===== src/rtl/clkcfg_pkg.sv =====
// Shared types and helpers for the clock-chip configuration sequencer.
// Assumes 32-bit register words with the address in bits 3:0.
package clkcfg_pkg;
    localparam int WORD_W = 32;

    typedef enum logic [1:0] {
        SQ_IDLE,
        SQ_PICK,
        SQ_WAIT
    } seq_state_t;

    typedef enum logic [1:0] {
        SH_IDLE,
        SH_SHIFT,
        SH_LATCH
    } shift_state_t;

    // Replace an illegal zero divider field (bits 15:8) with one.
    function automatic logic [WORD_W-1:0] fix_divider(input logic [WORD_W-1:0] w);
        logic [WORD_W-1:0] r;
        r = w;
        if (w[15:8] == 8'd0) r[15:8] = 8'd1;
        return r;
    endfunction
endpackage


===== src/rtl/clkcfg_word_src.sv =====
// Word source: maps a sequence index to the word to send and whether it is present.
// Index 0 = reset word, 1..NUM_CH = channel entries (divider-corrected),
// NUM_CH+1 = auxiliary word, NUM_CH+2 = global word. Purely combinational.
module clkcfg_word_src #(
    parameter int NUM_CH = 8,
    parameter int IDX_W = 4,
    parameter logic [31:0] RST_WORD = 32'h8000_0000,
    parameter logic [31:0] AUX_WORD = 32'h0022_A009,
    parameter logic [31:0] GLOBAL_WORD = 32'h4800_000E,
    parameter logic [NUM_CH*32-1:0] CH_TABLE = '0
) (
    input  logic [IDX_W-1:0] idx,
    output logic [31:0]      word,
    output logic             present
);
    logic [31:0] ch_raw   [NUM_CH];
    logic [31:0] ch_fixed [NUM_CH];

    // Unpack each channel entry and apply the divider correction.
    for (genvar g = 0; g < NUM_CH; g++) begin : g_ch
        assign ch_raw[g]   = CH_TABLE[g*32 +: 32];
        assign ch_fixed[g] = clkcfg_pkg::fix_divider(CH_TABLE[g*32 +: 32]);
    end

    // Select the word for the current index; empty channel entries are not present.
    always_comb begin
        word    = '0;
        present = 1'b0;
        if (idx == '0) begin
            word    = RST_WORD;
            present = 1'b1;
        end else if (idx == IDX_W'(NUM_CH + 1)) begin
            word    = AUX_WORD;
            present = 1'b1;
        end else if (idx == IDX_W'(NUM_CH + 2)) begin
            word    = GLOBAL_WORD;
            present = 1'b1;
        end
        for (int k = 0; k < NUM_CH; k++) begin
            if (idx == IDX_W'(k + 1)) begin
                word    = ch_fixed[k];
                present = |ch_raw[k];
            end
        end
    end
endmodule


===== src/rtl/clkcfg_shifter.sv =====
// Bit-serial shifter with serial clock divider and latch pulse.
// Sends a loaded word MSB first: data is set while ser_clk is low, and each
// half period lasts HALF_DIV system clocks. After the last bit, ser_le is
// high for two half periods with ser_clk low, then word_done pulses once.
// Assumes load is asserted only while idle is high.
module clkcfg_shifter #(
    parameter int HALF_DIV = 63,
    parameter int WORD_W = 32
) (
    input  logic              clk,
    input  logic              rst_n,
    input  logic              load,
    input  logic [WORD_W-1:0] word,
    output logic              ser_clk,
    output logic              ser_data,
    output logic              ser_le,
    output logic              word_done,
    output logic              idle
);
    import clkcfg_pkg::*;

    localparam int CNT_W = (HALF_DIV > 1) ? $clog2(HALF_DIV) : 1;
    localparam int BIT_W = $clog2(WORD_W);
    localparam logic [CNT_W-1:0] CNT_LAST = CNT_W'(HALF_DIV - 1);
    localparam logic [BIT_W-1:0] BIT_LAST = BIT_W'(WORD_W - 1);

    shift_state_t      state;
    logic [CNT_W-1:0]  cnt;
    logic [BIT_W-1:0]  bitn;
    logic [WORD_W-1:0] shreg;
    logic              sclk_q;
    logic              le_q;
    logic              lhalf;
    logic              tick;

    assign tick = (cnt == CNT_LAST);

    // Shift, clock generation and latch sequencing.
    always_ff @(posedge clk) begin
        if (!rst_n) begin
            state     <= SH_IDLE;
            cnt       <= '0;
            bitn      <= '0;
            shreg     <= '0;
            sclk_q    <= 1'b0;
            le_q      <= 1'b0;
            lhalf     <= 1'b0;
            word_done <= 1'b0;
        end else begin
            word_done <= 1'b0;
            case (state)
                SH_IDLE: begin
                    if (load) begin
                        shreg  <= word;
                        bitn   <= '0;
                        cnt    <= '0;
                        sclk_q <= 1'b0;
                        state  <= SH_SHIFT;
                    end
                end
                SH_SHIFT: begin
                    if (tick) begin
                        cnt <= '0;
                        if (!sclk_q) begin
                            sclk_q <= 1'b1;
                        end else begin
                            sclk_q <= 1'b0;
                            if (bitn == BIT_LAST) begin
                                state <= SH_LATCH;
                                le_q  <= 1'b1;
                                lhalf <= 1'b0;
                            end else begin
                                shreg <= shreg << 1;
                                bitn  <= bitn + 1'b1;
                            end
                        end
                    end else begin
                        cnt <= cnt + 1'b1;
                    end
                end
                SH_LATCH: begin
                    if (tick) begin
                        cnt <= '0;
                        if (lhalf) begin
                            le_q      <= 1'b0;
                            state     <= SH_IDLE;
                            word_done <= 1'b1;
                        end else begin
                            lhalf <= 1'b1;
                        end
                    end else begin
                        cnt <= cnt + 1'b1;
                    end
                end
                default: state <= SH_IDLE;
            endcase
        end
    end

    assign ser_clk  = sclk_q;
    assign ser_le   = le_q;
    assign ser_data = (state == SH_SHIFT) & shreg[WORD_W-1];
    assign idle     = (state == SH_IDLE);


    le_clk_low_chk: assert property (@(posedge clk) disable iff (!rst_n)
        ser_le |-> !ser_clk);


    data_stable_high_chk: assert property (@(posedge clk) disable iff (!rst_n)
        (ser_clk && $past(ser_clk)) |-> $stable(ser_data));
endmodule


===== src/rtl/clkcfg_sequencer.sv =====
// Top: on start, walks the configuration word list (reset, channels,
// auxiliary, global) and sends each present word through the shifter.
// done is held after the last word until the next start; start is ignored while busy.
module clkcfg_sequencer #(
    parameter int HALF_DIV = 63,
    parameter int NUM_CH = 8,
    parameter logic [31:0] RST_WORD = 32'h8000_0000,
    parameter logic [31:0] AUX_WORD = 32'h0022_A009,
    parameter logic [31:0] GLOBAL_WORD = 32'h4800_000E,
    parameter logic [NUM_CH*32-1:0] CH_TABLE = {
        32'h0001_0107, 32'h0001_0106, 32'h0001_0105, 32'h0001_0104,
        32'h0001_0103, 32'h0001_0102, 32'h0001_0101, 32'h0001_0100 }
) (
    input  logic clk,
    input  logic rst_n,
    input  logic start,
    output logic ser_clk,
    output logic ser_data,
    output logic ser_le,
    output logic busy,
    output logic done
);
    import clkcfg_pkg::*;

    localparam int NUM_WORDS = NUM_CH + 3;
    localparam int IDX_W = $clog2(NUM_WORDS + 1);
    localparam logic [IDX_W-1:0] END_IDX = IDX_W'(NUM_WORDS);

    seq_state_t        sq;
    logic [IDX_W-1:0]  idx;
    logic [31:0]       cur_word;
    logic              cur_present;
    logic              load;
    logic              word_done;
    logic              sh_idle;

    clkcfg_word_src #(
        .NUM_CH(NUM_CH), .IDX_W(IDX_W), .RST_WORD(RST_WORD),
        .AUX_WORD(AUX_WORD), .GLOBAL_WORD(GLOBAL_WORD), .CH_TABLE(CH_TABLE)
    ) u_src (
        .idx(idx), .word(cur_word), .present(cur_present)
    );

    clkcfg_shifter #(.HALF_DIV(HALF_DIV), .WORD_W(WORD_W)) u_shift (
        .clk(clk), .rst_n(rst_n), .load(load), .word(cur_word),
        .ser_clk(ser_clk), .ser_data(ser_data), .ser_le(ser_le),
        .word_done(word_done), .idle(sh_idle)
    );

    assign load = (sq == SQ_PICK) && (idx != END_IDX) && cur_present && sh_idle;
    assign busy = (sq != SQ_IDLE);

    // Sequence through the word list, skipping absent entries.
    always_ff @(posedge clk) begin
        if (!rst_n) begin
            sq   <= SQ_IDLE;
            idx  <= '0;
            done <= 1'b0;
        end else begin
            case (sq)
                SQ_IDLE: begin
                    if (start) begin
                        done <= 1'b0;
                        idx  <= '0;
                        sq   <= SQ_PICK;
                    end
                end
                SQ_PICK: begin
                    if (idx == END_IDX) begin
                        done <= 1'b1;
                        sq   <= SQ_IDLE;
                    end else if (!cur_present) begin
                        idx <= idx + 1'b1;
                    end else if (sh_idle) begin
                        sq <= SQ_WAIT;
                    end
                end
                SQ_WAIT: begin
                    if (word_done) begin
                        idx <= idx + 1'b1;
                        sq  <= SQ_PICK;
                    end
                end
                default: sq <= SQ_IDLE;
            endcase
        end
    end


    busy_done_excl_chk: assert property (@(posedge clk) disable iff (!rst_n)
        !(busy && done));


    start_ignored_chk: assert property (@(posedge clk) disable iff (!rst_n)
        (busy && start) |=> (busy || done) && (idx >= $past(idx)));


    divider_nonzero_chk: assert property (@(posedge clk) disable iff (!rst_n)
        (load && idx >= IDX_W'(1) && idx <= IDX_W'(NUM_CH)) |-> (cur_word[15:8] != 8'd0));


    no_empty_load_chk: assert property (@(posedge clk) disable iff (!rst_n)
        load |-> (cur_word != 32'h0));
endmodule


===== config.mk =====
export PLATFORM = sky130hd
export DESIGN_NAME = clkcfg_sequencer
export DESIGN_NICKNAME = d
export VERILOG_FILES = /design/src/rtl/clkcfg_pkg.sv /design/src/rtl/clkcfg_word_src.sv /design/src/rtl/clkcfg_shifter.sv /design/src/rtl/clkcfg_sequencer.sv
export SDC_FILE = /design/constraint.sdc
export NUM_CORES = 1
export LEC_CHECK = 0
export BUFFER_PORTS_ARGS = -buffer_cell sky130_fd_sc_hd__buf_2
export CORE_AREA = 2 2 116 107
export CTS_CLUSTER_DIAMETER = 30
export DETAILED_ROUTE_END_ITERATION = 10
export DIE_AREA = 0 0 118 109
export GPL_TIMING_DRIVEN = 0
export HOLD_SLACK_MARGIN = 0.1
export SKIP_LAST_GASP = 1
export SLEW_MARGIN = 20
export SYNTH_ARGS = -nofsm -noshare
export SYNTH_HDL_FRONTEND = slang
export SYNTH_HIERARCHICAL = 1
export SYNTH_SLANG_ARGS = --single-unit
export TNS_END_PERCENT = 20

===== constraint.sdc =====
create_clock -name clk -period 6.45 [get_ports clk]
set_clock_uncertainty 0.2 [all_clocks]
set_input_delay 0.3225 -clock clk [delete_from_list [all_inputs] [get_ports clk]]
set_output_delay 0.3225 -clock clk [all_outputs]
set_load 0.03 [all_outputs]

==> reports/qor.csv, run 1 <==
stage,metric,value,unit
yosys,Synth area leaders,"dfxtp_1, a21boi_1, a31oi_1",
floorplan,DIE AREA,12900,um2
cells_and_area,ant diodes,0,
clock_tree,H-tree levels,2,
flow_run,MaxCap Viol Count,0,
floorplan,Core ar.,11700,um2
setup_path,CP Class,reg -> reg,
sta,Final period util,46.4,%
sta,RSZ-0062 raised after global routing,no,
power,Comb pwr share,42.5,%
setup_path,crit start category,register,
sta,Achievable Freq,0.334,GHz
route,Detailed Route Iter0 Violations,163,
setup_path,WP data required,6.47,ns
cells_and_area,"commonest non-fill, non-tap cell in the layout",dfxtp_1,
clock_tree,clk sink count,56,
yosys,sequential element share of the synthesized area,32.7,%
power,Max IR drop VDD,164,uV
cells_and_area,most frequent cells in the layout,"dfxtp_1, o21ai_0, a31oi_1, and3_1, a21boi_1",
clock_tree,CTS Buf Count,5,
placement,Buffers on Ports,7,
route,TritonRoute pass-1 iters,4,
floorplan,initial cell density of the core,29.2,%
route,post-detailed-routing wire length,7760,um
power,sequential power share,34.9,%
cells_and_area,post-layout util,33.1,%
sta,Worst Tran Pin Value,0.719,ns
power,internal power,743,uW
sta,# setup viols final,0,
grt,vias in the first global route,2764,
sta,slack of the critical path,3.46,ns
clock_tree,postcts setup bufs,0,
power,Static Leak,1.58,nW
yosys,share of the synthesized area in the top cell type,32.7,%
sta,Final TNS setup,0,ns
yosys,"Top FF cell, synth",dfxtp_1,
sta,relative slew slack,51.9,%
sta,Max Transition Viols Final,0,
cells_and_area,fraction of layout cells with a size suffix above 1,15.4,%
floorplan,die width,118,um
clock_tree,CTS tree,built,
grt,initial antenna violation count,0,
floorplan,chip height,109,um
placement,routability cong.,0.802,
clock_tree,Post-CTS Hold Fix Bufs,0,
clock_tree,post_cts resized,0,
setup_path,crit path max fanout,10,
setup_path,CP Capture Type,register,
yosys,ys async rst share,0,%
power,sw power,470,uW
power,Pwr per Cell Area,312,nW/um2
grt,largest net degree at the start of global routing,16,
route,WL/cell,13.1,um
hold_path,Hold Crit Class,in -> reg,
setup_path,CP Data Arrival Time,3.01,ns
grt,Total Routing Usage GR,12.1,%
yosys,Avg Inst Size Synth,8.56,um2
sta,Tmin final,2.99,ns
grt,first-pass GRT wire length,13200,um
floorplan,FP Rows,38,
placement,Detailed Place HPWL,5480,um
grt,total grt overflow,0,
route,DR vias,2974,
route,"antenna viol nets, final",0,
yosys,cell area after synthesis,3430,um2
yosys,Seq cells post-synth,56,
run_status,status,finished clean,
route,vias per cell,5.01,
clock_tree,worst skew pair latency,0.29,ns
yosys,cell taking the most area after synthesis,dfxtp_1,
yosys,Unique masters post-synth,65,
cells_and_area,Area Overhead vs Synth,13.1,%
clock_tree,Clock Root Buffer,clkbuf_16,
floorplan,Ports,8,
power,Sw Ratio,38.8,%
yosys,"EDFF count, synth",0,
placement,DP Worst Slack,3.47,ns
sta,Final Hold Vio Count,0,
clock_tree,register clock-pin slew on the reported worst setup and hold paths,0.07,ns
power,Pwr Total,1.21,mW
cells_and_area,NumNets Final,449,
sta,worst hold margin,0.182,ns
power,clock network power share,22.7,%
yosys,synth warn,6,
yosys,Mapped Cells,401,
clock_tree,clock buffer depth,2,
route,DRC,0,
==> sequential cells by signal, summed over array words and instances, names as in the netlist <==
signal and count:
u_shift/shreg 32, u_shift/cnt 6, u_shift/word_done 1, u_shift/lhalf 1, u_shift/ser_clk 1, sq 2, u_shift/ser_le 1, u_shift/bitn 5
idx 4, done 1, u_shift/state 2
==> worst paths after layout <==
path	start	endpoint	slack, ns	cells past startpoint
min reg2reg	u_shift/shreg[28]$_SDFFE_PN0P_	u_shift/shreg[28]$_SDFFE_PN0P_	0.27	2
max	idx[1]$_SDFFE_PN0P_	u_shift/shreg[16]$_SDFFE_PN0P_	3.46	10
max reg2reg	idx[1]$_SDFFE_PN0P_	u_shift/shreg[16]$_SDFFE_PN0P_	3.46	10
min	rst_n	done$_SDFFE_PN0P_	0.18	2
==> area by class of cell <==
| class | count | area [um2] |
|---|---|---|
| plain buffers | 52 | 324 |
| clock buffers | 8 | 146 |
| fillers | 1231 | 7860 |
| inverters | 10 | 37.5 |
| multi-input cells | 301 | 2020 |
| flip-flops and latches | 56 | 1120 |
| well taps | 160 | 200 |
| repair buffers | 7 | 35.0 |
==> layer usage <==
layer | wire, um | up-vias | track usage, %
li1 | - | 1492 | -
met1 | 3990 | 1429 | 16.9
met2 | 3490 | 51 | 20.5
met3 | 262 | 2 | 1.88
met4 | 23 | 0 | 1.64
met5 | 0 | - | 0
==> cell usage after synthesis (2+ instances only) <==
| library cell | count |
|---|---|
| nand2_2 | 2 |
| xnor2_1 | 5 |
| a21boi_0 | 2 |
| o22ai_1 | 5 |
| a31oi_1 | 33 |
| buf_2 | 7 |
| inv_1 | 10 |
| nand4b_1 | 4 |
| a21boi_1 | 32 |
| o211ai_1 | 3 |
| o21ai_0 | 37 |
| and2_1 | 4 |
| dfxtp_1 | 56 |
| clkbuf_1 | 17 |
| buf_6 | 4 |
| nor2b_1 | 5 |
| ha_1 | 13 |
| nand2_1 | 20 |
| nor2_1 | 16 |
| mux2i_1 | 4 |
| a21oi_1 | 3 |
| nand3_1 | 8 |
| o31ai_1 | 3 |
| nor3_1 | 2 |
| o2111ai_1 | 2 |
| and3b_1 | 2 |
| buf_4 | 24 |
| nand2b_1 | 5 |
| and3_1 | 33 |
| nor3b_1 | 2 |
| or3_1 | 3 |
| a311o_1 | 2 |
==> power groups by stage <==
stage | clock, mW | combinational [mW] | sequential, mW
after floorplan | 0 | 0.393 | 0.424
after global routing | 0.297 | 0.572 | 0.428
after global placement | 0 | 0.498 | 0.428
final | 0.275 | 0.515 | 0.423
after CTS | 0.284 | 0.512 | 0.422
after detailed placement | 0 | 0.511 | 0.430
==> critical path: stages, from the launching register on <==
cell and delay [ns]:
dfxtp_1 0.34, buf_2 0.19, a21o_1 0.19, nand2_1 0.15, nand2_1 0.09, nor3b_1 0.61
mux2i_2 0.34, nor2_2 0.25, buf_2 0.27, a31oi_1 0.14, a21boi_1 0.14
==> per-stage QoR <==
step	cells	instance area [um2]
finish	594	3880
global placement	586	3740
detailed placement	586	3740
CTS	594	3880
global route	594	3880
floorplan	419	3500
==> logic make-up after synthesis <==
kind of cell    Yosys count  share of synthesized area [%]
flops                    56                           32.7
compound gates          135                           26.6
buf+inv                  62                           10.5
xor+xnor                  6                           1.53
mux                       7                           2.33
simple gates            121                           21.5
other cells               1                          0.109
fa+ha+maj                13                           4.74
Power figures use the tool's default switching activity.
==> run 2, diff against run 1 <==
==> constraint.sdc (replaced) <==
create_clock -name clk -period 2.71 [get_ports clk]
set_clock_uncertainty 0.2 [all_clocks]
set_input_delay 0.1355 -clock clk [delete_from_list [all_inputs] [get_ports clk]]
set_output_delay 0.1355 -clock clk [all_outputs]
set_load 0.03 [all_outputs]
==> reports/qor.csv, run 2 (synthesized netlist as in run 1, its figures left out) <==
stage,metric,value,unit,change
run_status,status,finished clean,,
route,DR vias,2986,,+0.40%
cells_and_area,top flop regs,"u_shift/shreg: 32 flops, u_shift/cnt: 6 flops, u_shift/bitn: 5 flops",,
grt,initial antenna violation count,0,,unchanged
clock_tree,worst skew pair latency,0.29,ns,about the same
power,clock network power share,22.1,%,-0.6 points
setup_path,crit start category,register,,
cells_and_area,filler instances,1224,,-0.57%
floorplan,chip height,109,um,unchanged
hold_path,Hold Crit Class,in -> reg,,
grt,vias in the first global route,2781,,+0.62%
power,internal power,1.81,mW,+140%
route,WL/cell,13.2,um,+0.82%
cells_and_area,post-layout util,33.5,%,+0.48 points
setup_path,CP Data Arrival Time,2.56,ns,-0.45 ns
cells_and_area,NumNets Final,451,,+0.45%
clock_tree,Clock Root Buffer,clkbuf_16,,
cells_and_area,fraction of layout cells with a size suffix above 1,16.7,%,+1.3 points
placement,Detailed Place HPWL,5480,um,unchanged
sta,Final period util,93.6,%,+47 points
sta,Tmin final,2.54,ns,-0.456 ns
floorplan,DIE AREA,12900,um2,unchanged
cells_and_area,Area Overhead vs Synth,14.7,%,
placement,Buffers on Ports,7,,unchanged
setup_path,WP data required,2.73,ns,-3.74 ns
clock_tree,clk sink count,56,,unchanged
clock_tree,clock buffer depth,2,,unchanged
setup_path,crit path max fanout,6,,-4
route,DRC,0,,unchanged
floorplan,FP Rows,38,,unchanged
route,"antenna viol nets, final",0,,unchanged
clock_tree,register clock-pin slew on the reported worst setup and hold paths,0.07,ns,about the same
sta,Achievable Freq,0.394,GHz,+18%
power,Pwr per Cell Area,749,nW/um2,+140%
sta,worst hold margin,0.117,ns,-0.0656 ns
placement,Cells after DPL,586,,unchanged
power,Max IR drop VDD,390,uV,+140%
floorplan,Ports,8,,unchanged
power,Comb pwr share,43.8,%,+1.3 points
power,Static Leak,1.60,nW,+1.4%
sta,Max Transition Viols Final,0,,unchanged
route,post-detailed-routing wire length,7850,um,+1.2%
route,Detailed Route Iter0 Violations,163,,unchanged
route,TritonRoute pass-1 iters,4,,unchanged
cells_and_area,Sequential Area,1120,um2,unchanged
flow_run,MaxCap Viol Count,0,,unchanged
power,sequential power share,34.1,%,-0.8 points
sta,Final Hold Vio Count,0,,unchanged
cells_and_area,max reg flops,32,,unchanged
floorplan,Core ar.,11700,um2,unchanged
power,Sw Ratio,38.7,%,about the same
grt,first-pass GRT wire length,13300,um,+0.63%
sta,relative slew slack,62.3,%,+10 points
cells_and_area,"commonest non-fill, non-tap cell in the layout",dfxtp_1,,
floorplan,initial cell density of the core,29.2,%,unchanged
clock_tree,CTS tree,built,,
sta,# setup viols final,0,,unchanged
grt,Total Routing Usage GR,12.2,%,+0.079 points
placement,routability cong.,0.802,,unchanged
floorplan,die width,118,um,unchanged
route,vias per cell,5.01,,about the same
clock_tree,H-tree levels,2,,unchanged
grt,largest net degree at the start of global routing,16,,unchanged
cells_and_area,Layout Cells excl Fill,596,,+0.34%
setup_path,CP Class,reg -> reg,,
grt,total grt overflow,0,,unchanged
cells_and_area,Biggest register,u_shift/shreg,,
sta,Worst Tran Pin Value,0.549,ns,-0.170 ns
power,sw power,1.14,mW,+140%
cells_and_area,most frequent cells in the layout,"dfxtp_1, o21ai_0, a31oi_1, and3_1, a21boi_1",,
cells_and_area,ant diodes,0,,unchanged
cells_and_area,multi-input logic area,2050,um2,+1.4%
sta,RSZ-0062 raised after global routing,no,,
setup_path,CP Capture Type,register,,
clock_tree,CTS Buf Count,5,,unchanged
==> run 2: cell type report <==
class / count / share of cell area [%]
Multi-Input combinational cell: 301 / 51.9
Sequential cell: 56 / 28.5
Buffer: 52 / 8.51
Tap cell: 160 / 5.08
Clock buffer: 8 / 3.72
Timing Repair Buffer: 9 / 1.33
Inverter: 10 / 0.953
==> run 2: power by group through the flow <==
stage	sequential (mW)	combinational [mW]	clock, mW
CTS	1.01	1.22	0.677
finish	1.01	1.29	0.653
global route	1.02	1.42	0.707
global placement	1.02	1.19	0
floorplan	1.01	0.936	0
detailed placement	1.02	1.22	0
==> run 2: per-layer routing <==
| layer | track usage [%] | routed length, um | vias to the layer above |
|---|---|---|---|
| li1 | - | - | 1497 |
| met1 | 16.9 | 3900 | 1437 |
| met2 | 20.7 | 3690 | 52 |
| met3 | 1.88 | 265 | 0 |
| met4 | 1.64 | 0 | 0 |
| met5 | 0 | 0 | - |
==> run 2: critical path, cell delays in order, from the launching register on <==
cell and delay (ns):
dfxtp_1 0.33, inv_1 0.11, ha_1 0.37, nand2_1 0.18
nor3b_4 0.36, mux2_4 0.27, nand4_2 0.15, or3_1 0.37
a21boi_1 0.13
==> run 2: stage by stage <==
step           worst slack, ns  area (um2)  total power [mW]  TNS (ns)
3_5_place_dp            -0.269        3740              2.24     -7.74
6_report                 0.174        3940              2.95         0
5_1_grt                 0.0142        3940              3.15         0
4_1_cts                 0.0175        3900              2.91         0
3_3_place_gp            -0.190        3740              2.21     -5.09
2_1_floorplan            0.269        3500              1.94         0
==> run 2: timing repair <==
item                                   4_1_cts  5_1_grt
buffers inserted                             0        1
endpoints found under the hold margin        6        0
pin swaps                                    0        1
setup endpoints to repair                   41       36
hold buffers                                 1        0
gates resized for setup                      1       13
==> run 2: final timing paths <==
check | from | to | slack (ns) | depth (start not counted)
hold reg to reg | u_shift/shreg[28]$_SDFFE_PN0P_ | u_shift/shreg[28]$_SDFFE_PN0P_ | 0.27 | 2
setup / recovery | u_shift/state[0]$_SDFFE_PN0P_ | u_shift/bitn[3]$_SDFFE_PN0P_ | 0.17 | 8
setup reg to reg | u_shift/state[0]$_SDFFE_PN0P_ | u_shift/bitn[3]$_SDFFE_PN0P_ | 0.17 | 8
hold / removal | start | done$_SDFFE_PN0P_ | 0.12 | 4
==> run 3, diff against run 2 <==
--- a/config.mk
+++ b/config.mk
@@ -12,6 +12,7 @@
 export DIE_AREA = 0 0 118 109
 export GPL_TIMING_DRIVEN = 0
 export HOLD_SLACK_MARGIN = 0.1
+export REMOVE_ABC_BUFFERS = 1
 export SKIP_LAST_GASP = 1
 export SLEW_MARGIN = 20
 export SYNTH_ARGS = -nofsm -noshare
==> constraint.sdc (replaced) <==
create_clock -name clk -period 2.4 [get_ports clk]
set_clock_uncertainty 0.2 [all_clocks]
set_input_delay 0.24 -clock clk [delete_from_list [all_inputs] [get_ports clk]]
set_output_delay 0.24 -clock clk [all_outputs]
set_load 0.03 [all_outputs]
==> reports/qor.csv, run 3 (synthesized netlist as in run 1, its figures left out) <==
stage,metric,value,unit,change
route,"antenna viol nets, final",0,,unchanged
run_status,status,finished clean,,
floorplan,FP Rows,38,,unchanged
floorplan,chip height,109,um,unchanged
grt,first-pass GRT wire length,13700,um,+3.0%
clock_tree,H-tree levels,2,,unchanged
setup_path,crit path max fanout,18,,+12
route,detailed-routed wire length on met3,298,um,+12%
route,Detail Route met2 WL,3960,um,+7.4%
setup_path,crit start category,register,,
sta,relative slew slack,33.0,%,-29 points
cells_and_area,Area Overhead vs Synth,18.3,%,
clock_tree,clk sink count,56,,unchanged
floorplan,Core ar.,11700,um2,unchanged
setup_path,Reg2Reg Depth,10,,+2
setup_path,CP Data Arrival Time,2.28,ns,-0.28 ns
sta,# setup viols final,0,,unchanged
placement,Detailed Place HPWL,4350,um,-21%
hold_path,critical hold path startpoint,start,,
hold_path,Hold Crit Class,in -> reg,,
setup_path,Critical path destination,u_shift/shreg[8]$_SDFFE_PN0P_,,
placement,Cells after DPL,537,,-8.4%
setup_path,"reg-to-reg slack, setup",0.11,ns,-0.07 ns
power,Pwr per Cell Area,959,nW/um2,+28%
sta,Final TNS setup,0,ns,unchanged
sta,Achievable Freq,0.436,GHz,+11%
route,DR vias,2993,,+0.23%
placement,DP Worst Slack,-1.04,ns,-0.776 ns
cells_and_area,max reg flops,32,,unchanged
cells_and_area,NumNets Final,436,,-3.3%
cells_and_area,fraction of layout cells with a size suffix above 1,21.4,%,+4.6 points
cells_and_area,Biggest register,u_shift/shreg,,
cells_and_area,Layout Cells excl Fill,581,,-2.5%
grt,Total Routing Usage GR,12.9,%,+0.69 points
power,Static Leak,1.58,nW,-1.2%
setup_path,CP Class,reg -> reg,,
floorplan,die width,118,um,unchanged
cells_and_area,top flop regs,"u_shift/shreg: 32 flops, u_shift/cnt: 6 flops, u_shift/bitn: 5 flops",,
clock_tree,register clock-pin slew on the reported worst setup and hold paths,0.08,ns,about the same
clock_tree,clock buffer depth,2,,unchanged
grt,vias in the first global route,2821,,+1.4%
grt,initial antenna violation count,0,,unchanged
setup_path,Worst Setup SP,idx[0]$_SDFFE_PN0P_,,
setup_path,reg2reg end,u_shift/shreg[8]$_SDFFE_PN0P_,,
power,Max IR drop VDD,401,uV,+3.0%
route,TritonRoute pass-1 iters,4,,unchanged
sta,Final period util,95.5,%,+2.0 points
clock_tree,Clock Root Buffer,clkbuf_16,,
sta,Max Transition Viols Final,0,,unchanged
flow_run,MaxCap Viol Count,0,,unchanged
sta,slack of the critical path,0.107,ns,-0.0671 ns
route,Highest Signal Layer,met4,,
sta,RSZ-0062 raised after global routing,yes,,
route,Detailed Route Iter0 Violations,142,,-13%
setup_path,worst reg2reg path startpoint,idx[0]$_SDFFE_PN0P_,,
route,WL met1,3950,um,+1.2%
route,vias per cell,5.15,,+2.8%
placement,Buffers on Ports,7,,unchanged
sta,Tmin final,2.29,ns,-0.243 ns
cells_and_area,filler instances,1179,,-3.7%
grt,total grt overflow,0,,unchanged
sta,Final Hold Vio Count,0,,unchanged
grt,largest net degree at the start of global routing,64,,+48
route,WL/cell,14.3,um,+8.6%
cells_and_area,most frequent cells in the layout,"dfxtp_1, o21ai_0, a31oi_1, and3_1, a21boi_1",,
route,DRC,0,,unchanged
cells_and_area,ant diodes,0,,unchanged
floorplan,DIE AREA,12900,um2,unchanged
cells_and_area,"commonest non-fill, non-tap cell in the layout",dfxtp_1,,
floorplan,Ports,8,,unchanged
clock_tree,CTS Buf Count,5,,unchanged
sta,Worst Tran Pin Value,1.00,ns,+0.455 ns
setup_path,CP Capture Type,register,,
route,post-detailed-routing wire length,8320,um,+5.9%
floorplan,initial cell density of the core,29.2,%,unchanged
setup_path,WP data required,2.38,ns,-0.35 ns
placement,routability cong.,0.740,,-7.7%
cells_and_area,post-layout util,34.6,%,+1.0 points
clock_tree,CTS tree,built,,
clock_tree,worst skew pair latency,0.30,ns,about the same
[run 3: changes by cell type in the layout (fill, tap and decap cells not counted), moves of 4 or more]
| cell | before | now |
|---|---|---|
| buf_2 | 11 | 7 |
| o21ai_0 | 37 | 33 |
| ha_1 | 13 | 8 |
| buf_12 | 0 | 4 |
| clkbuf_1 | 16 | 0 |
[run 3: cell type report]
| type | count | area, um2 | share of cell area [%] |
|---|---|---|---|
| clock buffer | 5 | 125 | 3.08 |
| clock inverter | 3 | 50.0 | 1.23 |
| inverter | 10 | 41.3 | 1.02 |
| multi-input combinational | 305 | 2150 | 53.0 |
| sequential | 56 | 1130 | 27.9 |
| tap | 160 | 200 | 4.93 |
| timing repair buffer | 41 | 355 | 8.75 |
| timing repair inverter | 1 | 5.00 | 0.123 |
[run 3: critical path, cell delays in order, from the launching register on]
cell and delay (ns):
dfxtp_4 0.36, ha_2 0.20, and3b_2 0.25, nor3b_4 0.26, buf_4 0.16, mux2i_4 0.07, buf_12 0.15, buf_12 0.12
buf_8 0.14, o21ai_0 0.16, a21boi_1 0.08
[run 3: worst min path at each step]
stage	slack, ns	cells past startpoint	to
2_1_floorplan	0.16	1	u_shift/cnt[1]$_SDFFE_PN0P_
5_1_grt	0.22	4	done$_SDFFE_PN0P_
6_report	0.19	4	done$_SDFFE_PN0P_
3_5_place_dp	0.26	2	u_shift/shreg[13]$_SDFFE_PN0P_
3_3_place_gp	0.26	2	u_shift/shreg[0]$_SDFFE_PN0P_
4_1_cts	0.18	4	done$_SDFFE_PN0P_
[run 3: through the flow]
stage / instance area (um2) / total power [mW] / hold slack [ns]
detailed placement: 3470 / 2.46 / 0.265
CTS: 3920 / 3.76 / 0.184
finish: 4060 / 3.89 / 0.188
floorplan: 3180 / 2.09 / 0.162
global route: 4060 / 4.12 / 0.223
global placement: 3410 / 2.37 / 0.257
[run 3: power by group]
part / internal, mW / switching [mW] / leakage [nW]
Sequential: 1.07 / 0.0815 / 0.456
Clock: 0.505 / 0.379 / 0.0863
Combinational: 0.838 / 1.02 / 1.04
Total: 2.41 / 1.48 / 1.58
[run 3: per-layer routing]
| metal | vias up | track usage (%) |
|---|---|---|
| met5 | - | 0 |
| met4 | 0 | 4.48 |
| met3 | 9 | 1.88 |
| met2 | 40 | 21.8 |
| li1 | 1476 | - |
| met1 | 1468 | 17.0 |
[run 3: what timing repair did]
| action | 4_1_cts | 5_1_grt |
|---|---|---|
| hold buffers | 0 | 0 |
| buffers inserted | 18 | 13 |
| endpoints found under the setup margin | 46 | 43 |
| pin swaps | 4 | 4 |
| gates cloned | 5 | 0 |
| gates resized for setup | 12 | 17 |
